## config.mk

```make
export PLATFORM = sky130hd
export DESIGN_NAME = user_tap
export DESIGN_NICKNAME = d
export VERILOG_FILES = /design/src/rtl/user_tap_pkg.sv /design/src/rtl/user_tap_fsm.sv /design/src/rtl/user_tap_ir.sv /design/src/rtl/user_tap_dout.sv /design/src/rtl/user_tap.sv
export SDC_FILE = /design/constraint.sdc
export NUM_CORES = 1
export LEC_CHECK = 0
export BUFFER_PORTS_ARGS = -buffer_cell sky130_fd_sc_hd__buf_2
export CAP_MARGIN = 20
export CORE_ASPECT_RATIO = 1.4
export CORE_MARGIN = 10
export CORE_UTILIZATION = 56
export CTS_BUF_LIST = sky130_fd_sc_hd__clkbuf_8
export DETAILED_ROUTE_END_ITERATION = 10
export GPL_TIMING_DRIVEN = 1
export PLACE_DENSITY = 0.81
export REMOVE_ABC_BUFFERS = 1
export SYNTH_ARGS = -nofsm -noshare
export SYNTH_HDL_FRONTEND = slang
export SYNTH_HIERARCHICAL = 1
export SYNTH_SLANG_ARGS = --single-unit
```

## constraint.sdc

```tcl
create_clock -name tck -period 1.54 [get_ports tck]
set_input_delay 0.231 -clock tck [delete_from_list [all_inputs] [get_ports tck]]
set_output_delay 0.231 -clock tck [all_outputs]
set_load 0.05 [all_outputs]
```

## src/rtl/user_tap_pkg.sv

```systemverilog
`timescale 1ns/1ps
package user_tap_pkg;

  typedef enum logic [3:0] {
    ST_RESET, ST_IDLE,
    ST_DR_SEL, ST_DR_CAP, ST_DR_SH, ST_DR_EX1, ST_DR_PAU, ST_DR_EX2, ST_DR_UPD,
    ST_IR_SEL, ST_IR_CAP, ST_IR_SH, ST_IR_EX1, ST_IR_PAU, ST_IR_EX2, ST_IR_UPD
  } tap_state_e;

  function automatic tap_state_e tap_next(input tap_state_e s, input logic m);
    case (s)
      ST_RESET:  return m ? ST_RESET  : ST_IDLE;
      ST_IDLE:   return m ? ST_DR_SEL : ST_IDLE;
      ST_DR_SEL: return m ? ST_IR_SEL : ST_DR_CAP;
      ST_DR_CAP: return m ? ST_DR_EX1 : ST_DR_SH;
      ST_DR_SH:  return m ? ST_DR_EX1 : ST_DR_SH;
      ST_DR_EX1: return m ? ST_DR_UPD : ST_DR_PAU;
      ST_DR_PAU: return m ? ST_DR_EX2 : ST_DR_PAU;
      ST_DR_EX2: return m ? ST_DR_UPD : ST_DR_SH;
      ST_DR_UPD: return m ? ST_DR_SEL : ST_IDLE;
      ST_IR_SEL: return m ? ST_RESET  : ST_IR_CAP;
      ST_IR_CAP: return m ? ST_IR_EX1 : ST_IR_SH;
      ST_IR_SH:  return m ? ST_IR_EX1 : ST_IR_SH;
      ST_IR_EX1: return m ? ST_IR_UPD : ST_IR_PAU;
      ST_IR_PAU: return m ? ST_IR_EX2 : ST_IR_PAU;
      ST_IR_EX2: return m ? ST_IR_UPD : ST_IR_SH;
      ST_IR_UPD: return m ? ST_DR_SEL : ST_IDLE;
      default:   return ST_RESET;
    endcase
  endfunction

endpackage

```

## src/rtl/user_tap_fsm.sv

```systemverilog
`timescale 1ns/1ps
module user_tap_fsm
  import user_tap_pkg::*;
(
  input  logic       tck,
  input  logic       rst,
  input  logic       tms,
  output tap_state_e state
);

  always_ff @(posedge tck) begin
    if (rst) state <= ST_RESET;
    else     state <= tap_next(state, tms);
  end

endmodule

```

## src/rtl/user_tap_ir.sv

```systemverilog
`timescale 1ns/1ps
module user_tap_ir
  import user_tap_pkg::*;
#(
  parameter int              IR_W      = 8,
  parameter logic [IR_W-1:0] CAPT_CODE = {{(IR_W-1){1'b0}}, 1'b1},
  parameter logic [IR_W-1:0] RST_CODE  = '1
) (
  input  logic            tck,
  input  logic            rst,
  input  tap_state_e      state,
  input  logic            tdi,
  output logic [IR_W-1:0] ir_q,
  output logic            ir_lsb
);

  logic [IR_W-1:0] shreg;

  always_ff @(posedge tck) begin
    if (rst || state == ST_RESET) begin
      shreg <= RST_CODE;
      ir_q  <= RST_CODE;
    end else begin
      case (state)
        ST_IR_CAP: shreg <= CAPT_CODE;
        ST_IR_SH:  shreg <= {tdi, shreg[IR_W-1:1]};
        ST_IR_UPD: ir_q  <= shreg;
        default: ;
      endcase
    end
  end

  assign ir_lsb = shreg[0];

endmodule

```

## src/rtl/user_tap_dout.sv

```systemverilog
`timescale 1ns/1ps
module user_tap_dout
  import user_tap_pkg::*;
#(
  parameter int IR_W    = 8,
  parameter int USER_LO = 16,
  parameter int USER_HI = 127
) (
  input  logic            tck,
  input  logic            rst,
  input  tap_state_e      state,
  input  logic [IR_W-1:0] ir_q,
  input  logic            ir_lsb,
  input  logic            tdi,
  input  logic            usr_tdo,
  output logic            tdo,
  output logic            tdo_oe
);

  localparam logic [IR_W-1:0] LO_CODE = IR_W'(USER_LO);
  localparam logic [IR_W-1:0] HI_CODE = IR_W'(USER_HI);

  logic user_sel;
  logic byp;

  assign user_sel = (ir_q >= LO_CODE) && (ir_q <= HI_CODE);

  // single-bit bypass path, rising edge
  always_ff @(posedge tck) begin
    if (rst)                                byp <= 1'b0;
    else if (state == ST_DR_CAP && !user_sel) byp <= 1'b0;
    else if (state == ST_DR_SH  && !user_sel) byp <= tdi;
  end

  // output stage retimed to the falling edge
  always_ff @(negedge tck) begin
    if (rst) begin
      tdo_oe <= 1'b0;
      tdo    <= 1'b0;
    end else begin
      case (state)
        ST_IR_SH: begin tdo_oe <= 1'b1; tdo <= ir_lsb; end
        ST_DR_SH: begin tdo_oe <= 1'b1; tdo <= user_sel ? usr_tdo : byp; end
        default:  begin tdo_oe <= 1'b0; tdo <= 1'b0; end
      endcase
    end
  end

endmodule

```

## src/rtl/user_tap.sv

```systemverilog
`timescale 1ns/1ps
module user_tap
  import user_tap_pkg::*;
#(
  parameter int IR_W    = 8,
  parameter int USER_LO = 16,
  parameter int USER_HI = 127
) (
  input  logic            tck,
  input  logic            por,
  input  logic            tms,
  input  logic            tdi,
  input  logic            trst_n,
  output logic            tdo,
  output logic            tdo_oe,
  input  logic            sec_en,
  input  logic            sec_tdi,
  input  logic            sec_trst_n,
  output logic [IR_W-1:0] usr_ir,
  output logic            usr_rst_n,
  output logic            usr_tdi,
  output logic            usr_tck,
  input  logic            usr_tdo,
  output logic            usr_capture,
  output logic            usr_shift,
  output logic            usr_update
);

  localparam logic [IR_W-1:0] CAPT_CODE = {{(IR_W-1){1'b0}}, 1'b1};
  localparam logic [IR_W-1:0] RST_CODE  = '1;

  logic       eff_tdi, eff_trst_n, rst;
  logic       ir_lsb;
  tap_state_e state;
  logic [IR_W-1:0] ir_q;

  assign eff_tdi    = sec_en ? sec_tdi    : tdi;
  assign eff_trst_n = sec_en ? sec_trst_n : trst_n;
  assign rst        = por | ~eff_trst_n;

  user_tap_fsm u_fsm (
    .tck(tck), .rst(rst), .tms(tms), .state(state)
  );

  user_tap_ir #(.IR_W(IR_W), .CAPT_CODE(CAPT_CODE), .RST_CODE(RST_CODE)) u_ir (
    .tck(tck), .rst(rst), .state(state), .tdi(eff_tdi), .ir_q(ir_q), .ir_lsb(ir_lsb)
  );

  user_tap_dout #(.IR_W(IR_W), .USER_LO(USER_LO), .USER_HI(USER_HI)) u_dout (
    .tck(tck), .rst(rst), .state(state), .ir_q(ir_q), .ir_lsb(ir_lsb),
    .tdi(eff_tdi), .usr_tdo(usr_tdo), .tdo(tdo), .tdo_oe(tdo_oe)
  );

  assign usr_ir      = ir_q;
  assign usr_rst_n   = (state != ST_RESET);
  assign usr_tdi     = eff_tdi;
  assign usr_tck     = tck;
  assign usr_capture = (state == ST_DR_CAP);
  assign usr_shift   = (state == ST_DR_SH);
  assign usr_update  = (state == ST_DR_UPD);

endmodule

```

* After elaboration in Yosys (flattened, before gate mapping)
Cells that the tools add are included.
** Operators by class
- Order comparisons :: 2
- Eq/ne operators :: 15
- Mux-type cells :: 19
- Bitwise gates (word level) :: 2
- Reduce and logical (&&, ||, !) cells :: 13
** Operator list (number)
- one-hot mux 4 bit (12 select lines) :: 1
- == test 4 bit, second input constant :: 8
- == test 4 x 3 -> 1 bit, second input constant :: 4
- 2-to-1 mux 4 bit :: 4
- one-hot mux 8 bit (2 select lines) :: 1
- == test 4 x 2 -> 1 bit, second input constant :: 2
- greater-or-equal comparator 8 x 5 -> 1 bit, second input constant :: 1
- less-or-equal comparator 8 x 7 -> 1 bit, second input constant :: 1
- OR reduction 2 bit :: 4
- 2-to-1 mux 1 bit :: 7
- 2-to-1 mux 2 bit :: 3
- 2-to-1 mux 3 bit :: 2
- == test 4 x 1 -> 1 bit, second input constant :: 1
- zero test 4 bit :: 1
- nonzero test 4 bit :: 1
- logical AND 1 bit :: 3
- OR reduction 3 bit :: 1
- one-hot mux 1 bit (2 select lines) :: 1
- nonzero test 2 bit :: 1
- zero test 1 bit :: 1
- logical OR 1 bit :: 1
- NOT 1 bit :: 1
- bitwise OR 1 bit :: 1
** Word-level totals
- Register bits :: 23
- Input port bits :: 9

* Longest topological paths before layout
- Depth in word-level cells :: 5
- Mapped depth :: 5
- Depth with buffers taken out :: 5

* Hierarchy
Netlist, hierarchy kept.
** By module, submodules not included
- user_tap_ir :: instances 1, cells an instance 73, area an instance 631.9 um^2, seq. area each 320.3 um^2
- user_tap_fsm :: instances 1, cells an instance 39, area an instance 331.6 um^2, seq. area each 80.1 um^2
- user_tap_dout :: instances 1, cells an instance 20, area an instance 181.4 um^2, seq. area each 60.1 um^2
- user_tap :: instances 1, cells an instance 9, area an instance 68.8 um^2, seq. area each 0.0 um^2

==> metrics.yaml <==
outcome:
  status: "finished with violations"
  violations: "setup timing"
place:
  dp_hpwl_um: 2260
  place.gp.congestion: 0.830
  pre_cts_ws_ns: -0.579
  io_buffers: 24
setup_path:
  critical_path_class: "register to register"
  critPathCaptureType: "register"
  cp.required_ns: 1.10
  endpoint: "u_dout/tdo$_SDFF_NP0_"
  startpoint: "u_fsm/state[3]$_SDFF_PP0_"
  crit_path_start_kind: "register"
  r2r_end: "u_dout/tdo$_SDFF_NP0_"
  r2r_cells: 5
  cp.arrival_ns: 1.50
  timing.rr.start: "u_fsm/state[3]$_SDFF_PP0_"
  r2r_slack_ns: -0.41
  path_max_fanout: 3
yosys:
  synth_seq_cells: 23
  synthMuxAreaShare_pct: 1.75
  yosys.area_share.xor_xnor_pct: 0.722
  netlist_instances: 141
  synth_area_leader_cell: "dfxtp_1"
  synth_edf_count: 0
  ys_seq_area_share_pct: 37.9
  synth_fa_ha_area_share_pct: 0
  synth_top_area_share_pct: 37.9
  synth-async-reset-ratio_pct: 0
  ys_warn_count: 6
  synth-main-ff-cell: "dfxtp_1"
  synth_top_family_by_area: "simple AND/OR/NAND/NOR gates"
  synth_area_um2: 1210
  synth_compound_area_share_pct: 15.9
  synthTopCellsByArea: "dfxtp_1 (38%), nand2_1 (10%), o211ai_1 (6.2%)"
  ys_types: 44
  postSynthAreaPerCell_um2: 8.61
  synthSimpleGateAreaFrac_pct: 33.6
sta:
  final_max_slew_viol_count: 0
  finalHoldViolations: 0
  relSlewSlack_pct: 76.7
  worst-slew-pin-transition_ns: 0.348
  tns_ns: -2.27
  fin_worst_skew_ns: 0.0773
  setup_slack_ns: -0.406
  whs_ns: 0.206
  rsz0062_at_grt: "true"
  setup_violations: 8
final_layout:
  finalNetCount: 202
  layout_commonest_cell: "nand2_1"
  fin_util_pct: 86.9
  final_cell_mix: "nand2_1 (33), buf_4 (21), buf_2 (18), dfxtp_1 (18)"
  antenna-diode-count: 0
  drive_gt1_share_pct: 42.7
  syn_to_final_growth_pct: 44.6
floorplan:
  rows: 19
  fp.dieH_um: 75.1
  fp.coreArea_um2: 2020
  die_w_um: 59.3
  initial_core_util_pct: 60.1
  die_area_um2: 4460
  boundaryPins: 25
clock_network:
  cts_tree: "built"
  clock_latency_ns: 0.45
  postCtsHoldBufs: 0
  path_clk_slew_ns: 0.08
worst_hold_path:
  hp-start: "por"
  hold_path_class: "input pin to register"
pwr:
  p_leak_nw: 0.768
  p_total_mw: 1.46
  cellPowerDensity_nw_per_um2: 834
  peakVddDrop_v: 0.00135
grt:
  antenna_found_initial: 0
  grt_pass1_vias: 1200
  grt_max_degree: 17
  grt_pass1_wl_um: 5490
  overflow: 0
  grt_use_total_pct: 15.7
routing:
  drcViolationCount: 0
  route.antenna.remaining_nets: 0
  wl_per_cell_um: 17.1
  drtIter0Drc: 39
  dr.pass1.iters: 4
  dr_wl_met2_um: 2060
  finalWirelength_um: 3650
  avgViaCountPerCell: 5.93
  vias: 1263
  top_layer_used: "met4"
  met1_length_um: 1340
  route.met3.wl_um: 168
job:
  timing.max_cap.violations: 0
-- worst max-delay path, stage by stage, from the launching register on --
cell and delay (ns):
dfxtp_2 0.37, buf_4 0.13, nor4b_2 0.04, buf_4 0.14, o2111a_1 0.13, or3_1 0.33
-- per-layer routing --
layer / global-route usage (%) / vias to the layer above
li1: - / 607
met2: 28.6 / 43
met4: 9.72 / 0
met5: 0 / -
met3: 3.37 / 6
met1: 15.6 / 607
-- kinds of logic (layout without fill, tap and decap cells) --
group | Yosys count | in the layout
flops | 23 | 23
compound gates | 25 | 25
simple gates | 75 | 75
buf+inv | 15 | 66
xor+xnor | 1 | 1
mux | 2 | 2
-- cell usage after synthesis (all sizes together), types with 2 or more instances --
master  number
or3          2
nor4b        3
nor3         3
nand2       33
buf          8
nor2b        3
a31oi        2
nand3b       2
nand3       10
o211ai      10
inv          5
nor2         4
nor3b        4
a21oi        3
clkbuf       2
nor4         2
nand2b       2
dfxtp       23
-- worst min path at each step --
stage                                     end  slack, ns  cells past startpoint
finish                u_dout/byp$_SDFFE_PP0P_       0.21                      3
CTS                   u_dout/byp$_SDFFE_PP0P_       0.19                      3
global placement    u_ir/ir_q[1]$_SDFFE_PP1N_       0.44                      2
floorplan                             usr_tck       0.23                      0
detailed placement  u_ir/ir_q[1]$_SDFFE_PP1N_       0.45                      2
global route          u_dout/byp$_SDFFE_PP0P_       0.20                      3
-- per-stage QoR --
step	cells	instance area, um^2
2_1_floorplan	131	1110
3_3_place_gp	197	1430
3_5_place_dp	197	1430
4_1_cts	208	1690
5_1_grt	213	1760
6_report	213	1760
-- flip-flops by register name, indices dropped and copies added (netlist names) --
register       count
u_dout/tdo_oe      1
u_fsm/state        4
u_dout/tdo         1
u_dout/byp         1
u_ir/shreg         8
u_ir/ir_q          8
-- final cells by class --
type / instances / area (um^2)
fillers: 105 / 265
inverters: 4 / 15.0
well taps: 21 / 26.3
clock buffers: 7 / 87.6
flip-flops and latches: 23 / 467
repair buffers: 52 / 450
clock inverters: 3 / 11.3
multi-input cells: 103 / 698
-- where the power goes --
| part | leakage (nW) | internal, mW | switching (mW) | total (mW) |
|---|---|---|---|---|
| Sequential | 0.189 | 0.598 | 0.00434 | 0.602 |
| Combinational | 0.520 | 0.0672 | 0.0829 | 0.150 |
| Clock | 0.0593 | 0.369 | 0.343 | 0.712 |
-- timing repair --
action                                  4_1_cts  5_1_grt
endpoints found under the setup margin        8        8
gates resized for setup                      31        8
cloned                                        1        0
pin swaps                                     4        4
setup buffers                                 3        5
Power figures use the tool's default switching activity.
